`src/rtl/sdiv_pkg.sv`:
```
package sdiv_pkg;
    localparam int unsigned XLEN_DEF = 64;
    localparam int unsigned WLEN_DEF = 32;

    typedef enum logic [1:0] {
        ST_IDLE  = 2'd0,
        ST_SETUP = 2'd1,
        ST_ITER  = 2'd2,
        ST_FIX   = 2'd3
    } sdiv_state_e;

    typedef struct packed {
        logic lt;
        logic gt;
        logic eq;
        logic so;
    } sdiv_cond_t;
endpackage

```
`src/rtl/sdiv_ctrl.sv`:
```
module sdiv_ctrl
    import sdiv_pkg::*;
#(
    parameter int unsigned WLEN = WLEN_DEF
) (
    input  logic clk,
    input  logic rst_n,
    input  logic start_i,
    output logic accept_o,
    output logic load_o,
    output logic step_o,
    output logic finish_o,
    output logic busy_o
);
    localparam int unsigned CNTW = (WLEN > 1) ? $clog2(WLEN) : 1;
    localparam logic [CNTW-1:0] LAST_BIT = CNTW'(WLEN - 1);

    sdiv_state_e     state_q, state_d;
    logic [CNTW-1:0] bit_q, bit_d;

    always_ff @(posedge clk or negedge rst_n) begin
        if (!rst_n) begin
            state_q <= ST_IDLE;
            bit_q   <= '0;
        end else begin
            state_q <= state_d;
            bit_q   <= bit_d;
        end
    end

    always_comb begin
        state_d  = state_q;
        bit_d    = bit_q;
        accept_o = 1'b0;
        load_o   = 1'b0;
        step_o   = 1'b0;
        finish_o = 1'b0;
        unique case (state_q)
            ST_IDLE: begin
                if (start_i) begin
                    accept_o = 1'b1;
                    state_d  = ST_SETUP;
                end
            end
            ST_SETUP: begin
                load_o  = 1'b1;
                bit_d   = LAST_BIT;
                state_d = ST_ITER;
            end
            ST_ITER: begin
                step_o = 1'b1;
                if (bit_q == '0) begin
                    state_d = ST_FIX;
                end else begin
                    bit_d = bit_q - 1'b1;
                end
            end
            ST_FIX: begin
                finish_o = 1'b1;
                state_d  = ST_IDLE;
            end
            default: state_d = ST_IDLE;
        endcase
    end

    assign busy_o = (state_q != ST_IDLE);
endmodule

```
`src/rtl/sdiv_datapath.sv`:
```
module sdiv_datapath #(
    parameter int unsigned WLEN = 32
) (
    input  logic            clk,
    input  logic            rst_n,
    input  logic            load_i,
    input  logic            step_i,
    input  logic [WLEN-1:0] dividend_i,
    input  logic [WLEN-1:0] divisor_i,
    output logic [WLEN-1:0] quot_o,
    output logic            ovf_o
);
    localparam logic [WLEN-1:0] MOST_NEG = {1'b1, {(WLEN-1){1'b0}}};
    localparam logic [WLEN-1:0] MINUS_ONE = '1;

    logic [WLEN-1:0] rem_q, quo_q, dvs_q;
    logic            neg_q, ovf_q;

    logic [WLEN-1:0] a_mag, b_mag;
    logic [WLEN:0]   shifted, diff;
    logic            fits;

    assign a_mag = dividend_i[WLEN-1] ? (~dividend_i + 1'b1) : dividend_i;
    assign b_mag = divisor_i[WLEN-1]  ? (~divisor_i + 1'b1)  : divisor_i;

    assign shifted = {rem_q, quo_q[WLEN-1]};
    assign fits    = (shifted >= {1'b0, dvs_q});
    assign diff    = shifted - {1'b0, dvs_q};

    always_ff @(posedge clk or negedge rst_n) begin
        if (!rst_n) begin
            rem_q <= '0;
            quo_q <= '0;
            dvs_q <= '0;
            neg_q <= 1'b0;
            ovf_q <= 1'b0;
        end else if (load_i) begin
            rem_q <= '0;
            quo_q <= a_mag;
            dvs_q <= b_mag;
            neg_q <= dividend_i[WLEN-1] ^ divisor_i[WLEN-1];
            ovf_q <= (divisor_i == '0) ||
                     ((dividend_i == MOST_NEG) && (divisor_i == MINUS_ONE));
        end else if (step_i) begin
            rem_q <= fits ? diff[WLEN-1:0] : shifted[WLEN-1:0];
            quo_q <= {quo_q[WLEN-2:0], fits};
        end
    end

    always_comb begin
        if (ovf_q) begin
            quot_o = '0;
        end else if (neg_q) begin
            quot_o = ~quo_q + 1'b1;
        end else begin
            quot_o = quo_q;
        end
    end

    assign ovf_o = ovf_q;
endmodule

```
`src/rtl/sdiv_flags.sv`:
```
module sdiv_flags
    import sdiv_pkg::*;
#(
    parameter int unsigned XLEN = XLEN_DEF,
    parameter int unsigned WLEN = WLEN_DEF
) (
    input  logic [WLEN-1:0] quot_i,
    input  logic            ovf_i,
    input  logic            oe_i,
    input  logic            rc_i,
    input  logic            ov_i,
    input  logic            so_i,
    input  logic [3:0]      cond_prev_i,
    output logic [XLEN-1:0] result_o,
    output logic            ov_o,
    output logic            so_o,
    output logic [3:0]      cond_o
);
    sdiv_cond_t fresh;

    assign result_o = {{(XLEN-WLEN){quot_i[WLEN-1]}}, quot_i};

    always_comb begin
        if (oe_i) begin
            ov_o = ovf_i;
            so_o = so_i | ovf_i;
        end else begin
            ov_o = ov_i;
            so_o = so_i;
        end
        fresh.lt = quot_i[WLEN-1];
        fresh.eq = (quot_i == '0);
        fresh.gt = !quot_i[WLEN-1] && (quot_i != '0);
        fresh.so = so_o;
        cond_o   = rc_i ? fresh : cond_prev_i;
    end
endmodule

```
`src/rtl/sdiv_word_unit.sv`:
```
module sdiv_word_unit
    import sdiv_pkg::*;
#(
    parameter int unsigned XLEN = XLEN_DEF,
    parameter int unsigned WLEN = WLEN_DEF
) (
    input  logic            clk,
    input  logic            rst_n,
    input  logic            start_i,
    input  logic [XLEN-1:0] op_a_i,
    input  logic [XLEN-1:0] op_b_i,
    input  logic            oe_i,
    input  logic            rc_i,
    input  logic            ov_i,
    input  logic            so_i,
    output logic            busy_o,
    output logic            done_o,
    output logic [XLEN-1:0] result_o,
    output logic            ov_o,
    output logic            so_o,
    output logic [3:0]      cond_o
);
    logic            accept, load, step, finish;
    logic [WLEN-1:0] a_q, b_q, quot;
    logic            oe_q, rc_q, ov_in_q, so_in_q, ovf;
    logic [XLEN-1:0] result_d;
    logic            ov_d, so_d;
    logic [3:0]      cond_d;
    logic            unused_hi;

    assign unused_hi = ^{op_a_i[XLEN-1:WLEN], op_b_i[XLEN-1:WLEN]};

    sdiv_ctrl #(.WLEN(WLEN)) u_ctrl (
        .clk      (clk),
        .rst_n    (rst_n),
        .start_i  (start_i),
        .accept_o (accept),
        .load_o   (load),
        .step_o   (step),
        .finish_o (finish),
        .busy_o   (busy_o)
    );

    always_ff @(posedge clk or negedge rst_n) begin
        if (!rst_n) begin
            a_q     <= '0;
            b_q     <= '0;
            oe_q    <= 1'b0;
            rc_q    <= 1'b0;
            ov_in_q <= 1'b0;
            so_in_q <= 1'b0;
        end else if (accept) begin
            a_q     <= op_a_i[WLEN-1:0];
            b_q     <= op_b_i[WLEN-1:0];
            oe_q    <= oe_i;
            rc_q    <= rc_i;
            ov_in_q <= ov_i;
            so_in_q <= so_i;
        end
    end

    sdiv_datapath #(.WLEN(WLEN)) u_dp (
        .clk        (clk),
        .rst_n      (rst_n),
        .load_i     (load),
        .step_i     (step),
        .dividend_i (a_q),
        .divisor_i  (b_q),
        .quot_o     (quot),
        .ovf_o      (ovf)
    );

    sdiv_flags #(.XLEN(XLEN), .WLEN(WLEN)) u_flags (
        .quot_i      (quot),
        .ovf_i       (ovf),
        .oe_i        (oe_q),
        .rc_i        (rc_q),
        .ov_i        (ov_in_q),
        .so_i        (so_in_q),
        .cond_prev_i (cond_o),
        .result_o    (result_d),
        .ov_o        (ov_d),
        .so_o        (so_d),
        .cond_o      (cond_d)
    );

    always_ff @(posedge clk or negedge rst_n) begin
        if (!rst_n) begin
            done_o   <= 1'b0;
            result_o <= '0;
            ov_o     <= 1'b0;
            so_o     <= 1'b0;
            cond_o   <= '0;
        end else begin
            done_o <= finish;
            if (finish) begin
                result_o <= result_d;
                ov_o     <= ov_d;
                so_o     <= so_d;
                cond_o   <= cond_d;
            end
        end
    end
endmodule

```
`config.mk`:
```
export PLATFORM = sky130hd
export DESIGN_NAME = sdiv_word_unit
export DESIGN_NICKNAME = d
export VERILOG_FILES = /design/src/rtl/sdiv_pkg.sv /design/src/rtl/sdiv_ctrl.sv /design/src/rtl/sdiv_datapath.sv /design/src/rtl/sdiv_flags.sv /design/src/rtl/sdiv_word_unit.sv
export SDC_FILE = /design/constraint.sdc
export NUM_CORES = 1
export LEC_CHECK = 0
export CORE_MARGIN = 3
export CORE_UTILIZATION = 35
export CTS_BUF_LIST = sky130_fd_sc_hd__clkbuf_8
export DETAILED_ROUTE_END_ITERATION = 10
export PLACE_DENSITY = 0.62
export SYNTH_ARGS = -nofsm -noshare
export SYNTH_HDL_FRONTEND = slang
export SYNTH_SLANG_ARGS = --single-unit
```
`constraint.sdc`:
```
create_clock -name clk -period 3.7 [get_ports clk]
set_input_delay 0.74 -clock clk [delete_from_list [all_inputs] [get_ports clk]]
set_output_delay 0.74 -clock clk [all_outputs]
set_load 0.005 [all_outputs]
```
# Yosys cells after proc, flatten, opt, wreduce, memory -nomap -nowiden
# Index checks and enable logic that the tools add are counted.
dict set report totals {
  regBits 212
  inputBits 135
  out_inout_bits 72
  word_cells 73
}
dict set report op_classes {
  n_addsub 5
  order_cmp 1
  n_eq_ne 8
  muxes 21
  bitwise_logic 5
  n_reduce_logical 15
}
# cell count
set ops {}
lappend ops {{two-way mux 32 bit} 9}
lappend ops {{adder 32 x 1 -> 32 bit, second input constant} 3}
lappend ops {{inverter 32 bit} 3}
lappend ops {{equality test 32 bit, second input constant} 2}
lappend ops {{zero test 32 bit} 2}
lappend ops {{greater-or-equal comparator 33 x 32 -> 1 bit} 1}
lappend ops {{nonzero test 32 bit} 1}
lappend ops {{subtractor 32 bit} 1}
lappend ops {{one-hot mux 5 bit (2 select lines)} 1}
lappend ops {{one-hot mux 2 bit (4 select lines)} 1}
lappend ops {{two-way mux 1 bit} 7}
lappend ops {{AND reduction 2 bit} 3}
lappend ops {{nonzero test 2 bit} 3}
lappend ops {{zero test 5 bit} 1}
lappend ops {{two-way mux 5 bit} 1}
lappend ops {{subtractor 5 x 1 -> 5 bit, second input constant} 1}
lappend ops {{equality test 2 bit, second input constant} 2}
lappend ops {{two-way mux 2 bit} 2}
lappend ops {{inequality test 2 bit, second input constant} 2}
lappend ops {{equality test 2 x 1 -> 1 bit, second input constant} 1}
lappend ops {{logical AND 1 bit} 2}
lappend ops {{zero test 2 bit} 1}
lappend ops {{inequality test 2 x 1 -> 1 bit, second input constant} 1}
lappend ops {{zero test 1 bit} 1}
lappend ops {{other kinds (3)} 3}

# Logic depth before layout (Yosys ltp)
dict set report depth {
  ltp_word 6
  ltp_mapped 12
  ltp_nobuf 11
}

# By module
# From an unflattened synthesis, not the netlist that was laid out.
dict set report unflattened {
  cells_unflattened 1461
  area_unflattened_um2 14611.5
}
# mod instances cells_each area_per_inst_um2 seq_area_each_um2
set by_module_without_submodules {}
lappend by_module_without_submodules {sdiv_datapath 1 1042 8313.0 2452.4}
lappend by_module_without_submodules {sdiv_word_unit 1 293 5220.0 3478.3}
lappend by_module_without_submodules {sdiv_flags 1 83 628.1 0.0}
lappend by_module_without_submodules {sdiv_ctrl 1 43 450.4 175.2}

# Worst setup path after synthesis
# No wires, ideal clock.
dict set report synth_timing {
  kind {flip-flop to flip-flop}
  start {reg u_dp.rem_q[21]}
  end {reg u_dp.rem_q[11]}
  setup_ns 0.124
  t_arrival_ns 2.798
  required_time_ns 3.576
  slack_ns 0.778
  path_stages_with_launch 12
  n_path_buf 2
  period_less_slack_ns 2.922
  cell_sequence {dfrtp_1 -> ha_1 -> clkbuf_1 -> a21oi_1 -> o21bai_1 -> a211o_1 -> a31oi_1 -> a21oi_1 -> a211oi_1 -> clkbuf_1 -> nor3_1 -> a211o_1}
}
dict set report synth_between {
  elab_chain_len 4
}
# item line_no
set synth_lines {}
lappend synth_lines {{from (decl)} sdiv_datapath.sv:16} ;# logic [WLEN-1:0] rem_q, quo_q, dvs_q;
lappend synth_lines {{from (signal assigned)} sdiv_datapath.sv:45} ;# rem_q <= fits ? diff[WLEN-1:0] : shifted[WLEN-1:0];
lappend synth_lines {{greater-or-equal comparator 33 x 32 -> 1 bit} sdiv_datapath.sv:27} ;# assign fits = (shifted >= {1'b0, dvs_q});
lappend synth_lines {{two-way mux 32 bit} sdiv_datapath.sv:45}
lappend synth_lines {{two-way mux 32 bit} sdiv_datapath.sv:44} ;# end else if (step_i) begin
lappend synth_lines {{two-way mux 32 bit} sdiv_datapath.sv:37} ;# end else if (load_i) begin
# Every way passes these cells. The select of a mux whose other input is x is not followed.
# A chain may end at the register's enable or synchronous reset.

# Final worst setup path
dict set report layout_timing {
  start {reg u_dp.quo_q[0]}
  end {reg cond_o[2]}
}
dict set report layout_between {
  elab_chain_len 6
  word_cells_on_any_way 7
  cone_classes {add/sub (1); mux (2); bitwise (1); reduce/logical (3)}
}
# item line_no
set layout_lines {}
lappend layout_lines {{from (decl)} sdiv_datapath.sv:16}
lappend layout_lines {{from (signal assigned)} sdiv_datapath.sv:39} ;# quo_q <= a_mag;
lappend layout_lines {{from (signal assigned)} sdiv_datapath.sv:46} ;# quo_q <= {quo_q[WLEN-2:0], fits};
lappend layout_lines {{inverter 32 bit} sdiv_datapath.sv:54} ;# quot_o = ~quo_q + 1'b1;
lappend layout_lines {{adder 32 x 1 -> 32 bit} sdiv_datapath.sv:54}
lappend layout_lines {{two-way mux 32 bit *} sdiv_datapath.sv:53} ;# end else if (neg_q) begin
lappend layout_lines {{two-way mux 32 bit *} sdiv_datapath.sv:51} ;# if (ovf_q) begin
lappend layout_lines {{nonzero test 32 bit or zero test 1 bit (tied branches)} sdiv_flags.sv:33} ;# fresh.gt = !quot_i[WLEN-1] && (quot_i != '0);
lappend layout_lines {{logical AND 1 bit *} sdiv_flags.sv:33}
lappend layout_lines {{to (signal assigned)} sdiv_word_unit.sv:100} ;# cond_o <= cond_d;
lappend layout_lines {{to (decl)} sdiv_word_unit.sv:21} ;# output logic [3:0] cond_o
# Mark *: on every way between the ends. The rest lies on a longest branch, timed or not.

==> summary.md <==
| Metric | Value |
|---|---|
| Setup TNS | `0 ns` |
| Post-placement cell area | `0.01498 mm2` |
| Antenna cells | `0` |
| Effective utilization at floorplan | `35.79%` |
| Outcome | `finished, final reports clean` |
| WL per Instance | `17.34 um` |
| Tot Pwr | `15.94 mW` |
| Fin crit period | `3.294 ns` |
| Hold Fails Final Rpt | `0` |
| Nets | `1666` |
| Longest Clk Path Bufs | `3` |
| Met2 Track Usage GR | `25.05%` |
| P per Cell Area | `1013 mW/mm2` |
| WP data arrival | `3.73 ns` |
| Startpoint Class | `flip-flop` |
| Fmax | `303.6 MHz` |
| Worst slew pin tran | `1.032 ns` |
| Chip height | `200.2 um` |
| EDFF count, synth | `0` |
| Most used cell, CP | `nor4_1` |
| Netlist cell types | `65` |
| GRT Total Usage | `17.18%` |
| CTS buffer count | `40` |
| Post-synth top flop | `dfrtp_1` |
| I/O pin count | `207` |
| Fin area | `0.01573 mm2` |
| Routability cong. | `0.9062` |
| Leak | `6.729 nW` |
| Unrepaired setup endpoints after global routing | `no` |
| Peak supply drop | `0.0004954 V` |
| Synth async-reset ratio | `100.0%` |
| Grt met3 use | `3.315%` |
| H-tree depth | `2` |
| Slowest cell on the critical path | `or3b_2` |
| Yosys warning total | `0` |
| Sequential share of the synthesized area | `40.20%` |
| Total Routed Length | `34950 um` |
| Delay-heaviest family, CP | `simple AND/OR/NAND/NOR gates` |
| Mapped Area | `0.01320 mm2` |
| Syn_area_per_cell | `9.507 um2` |
| Max Transition Viols Final | `0` |
| Area of the die | `0.04007 mm2` |
| P&R area growth vs syn | `19.20%` |
| Layout cells sized above 1 | `13.04%` |
| Max FO, Critical Path | `8` |
| Worst Skew | `0.01564 ns` |
| CP Capture Type | `flip-flop` |
| Gr ovfl total | `0` |
| Slowest Stage Delay on Critical Path | `0.47 ns` |
| First-pass GRT wire length | `57550 um` |
| Count leader, synth | `dfrtp_1` |
| Syn_nets | `1567` |
| # rows | `70` |
| Detailed-route DRC error count | `0` |
| Clock edge transition at the registers on the reported setup and hold paths | `0.06 ns` |
| Chip width | `200.2 um` |
| Total core area | `0.03687 mm2` |
| Rel. slew slack | `31.20%` |
| Crit share post-route | `89.02%` |
| Share of the synthesized area in the top cell type | `40.20%` |
| CP bufs+invs | `1` |
| Detail Route Antenna Nets | `0` |
| Endpoints failing setup | `0` |
| Vias post-DR | `10.71k` |
| Root buffer selected by CTS | `clkbuf_8` |
| Vias in the first global route | `10.65k` |
| TritonCTS clock tree | `yes` |
| Buffers on Ports | `142` |
| Detail Placement HPWL | `25560 um` |
| Leading area contributor after synthesis | `dfrtp_1` |
| #FFs+latches synth | `212` |
| Ranking of synthesized cells by area | `dfrtp_1, mux2_2, xor2_1` |
| Vias/cell | `5.315` |
| Max_cap viols | `0` |
| Worst-Skew Late Latency | `0.56 ns` |
| DRT Pass-1 Iters | `7` |
| Most used routing layer in global routing | `met1` |
| Worst-path cell chain | `inv_1 -> ha_1 -> or3b_2 -> nor4_1 -> o31ai_1 -> a2111oi_0 -> a41oi_1 -> nor4_1 -> nand4b_1 -> and3_1` |
| Largest net degree at the start of global routing | `95` |
| # hold bufs at CTS | `0` |
| Initial DRC count | `666` |
| HP Class | `input port to asynchronous set/reset pin` |
| Initial antenna violation count | `0` |
| Post-CTS Setup Inserts | `0` |
| Crit Path Category | `flip-flop to flip-flop` |
| Post-CTS sizing | `0` |
| Worst path required time | `4.14 ns` |
| Cells after synthesis | `1388` |
| Clock Sinks | `212` |
| Most frequent cells after synthesis | `dfrtp_1, nor2_1, mux2_2` |
| GR Util met1 | `25.82%` |
## stage by stage
step / setup slack [ns] / util [%] / hold WS, ns / instances
final: 0.4063 / 42.66 / 0.2770 / 2015
after global routing: 0.04987 / 42.66 / 0.3140 / 2015
after CTS: 0.3759 / 42.66 / 0.2692 / 2015
after detailed placement: 0.4255 / 40.61 / 0.4717 / 1949
after global placement: 0.4301 / 40.61 / 0.4593 / 1949
after floorplan: 0.7781 / - / 0.4375 / 1388
## cell families (layout without fill, tap and decap cells)
kind of cell	count (synthesis)	count (layout)	synth area share, %
adder cells (fa/ha/maj)	44	44	4.229
multiplexers	110	110	9.179
AO/OA/AOI/OAI	359	359	18.48
XOR/XNOR	113	113	7.500
flip-flops	212	212	40.20
AND/OR/NAND/NOR	371	371	14.38
buffers and inverters	179	302	6.021
## state kept, by name (all words and copies together) (netlist names), 2 cells and up
| signal | cells |
|---|---|
| cond_o | 4 |
| u_dp.quo_q | 32 |
| u_dp.dvs_q | 32 |
| a_q | 32 |
| result_o | 32 |
| b_q | 32 |
| u_dp.rem_q | 32 |
| u_ctrl.state_q | 2 |
| u_ctrl.bit_q | 5 |
## per-layer routing
layer / up-vias / wire length, um
met2: 285 / 14470
met4: 0 / 771
li1: 5225 / -
met5: - / 0
met3: 54 / 1923
met1: 5145 / 17790
## placed cells by master, fill, tap and decap left out, types with 10 or more instances in the layout
cell type and count:
a21oi_1 87, o21ai_0 63, nor3_1 22, mux2_2 88
clkbuf_8 50, nor2_1 109, inv_1 76, nor2b_1 13
nor4_1 15, xor2_1 78, o31ai_1 35, clkdlybuf4s50_1 141
a211oi_1 17, nand3_1 19, or3_1 19, o41ai_1 17
a21o_1 30, nand4_1 20, o211ai_1 10, buf_4 24
xnor2_1 35, mux2i_1 22, dfrtp_1 212, or4_1 15
nand2b_1 12, o2bb2ai_1 21, ha_1 42, nand2_1 79
## power by group
| part | leakage, nW | internal (mW) | switching [mW] |
|---|---|---|---|
| Clock | 0.424 | 1.19 | 1.01 |
| Combinational | 3.75 | 4.09 | 4.77 |
| Sequential | 2.55 | 3.46 | 1.42 |
## worst paths after layout
kind                          startpoint           end  slack, ns  cells past startpoint
setup / recovery           u_dp.quo_q[0]     cond_o[2]       0.41                     10
hold / removal                     rst_n  result_o[11]       0.28                      1
setup reg to reg           u_dp.quo_q[0]     cond_o[2]       0.41                     10
hold reg to reg                cond_o[3]     cond_o[3]       0.49                      2
max in group asynchronous          rst_n        b_q[8]       2.62                      2
min in group clk               cond_o[3]     cond_o[3]       0.49                      2
## final cells by class
cell class | instances | area [um2]
Fill cell | 3559 | 21140
Inverter | 67 | 251.5
Timing Repair Buffer | 169 | 1665
Clock inverter | 17 | 78.83
Multi-Input combinational cell | 997 | 7123
Tap cell | 504 | 630.6
Sequential cell | 212 | 5305
Clock buffer | 49 | 674.4
(Power assumes the default switching activity.)
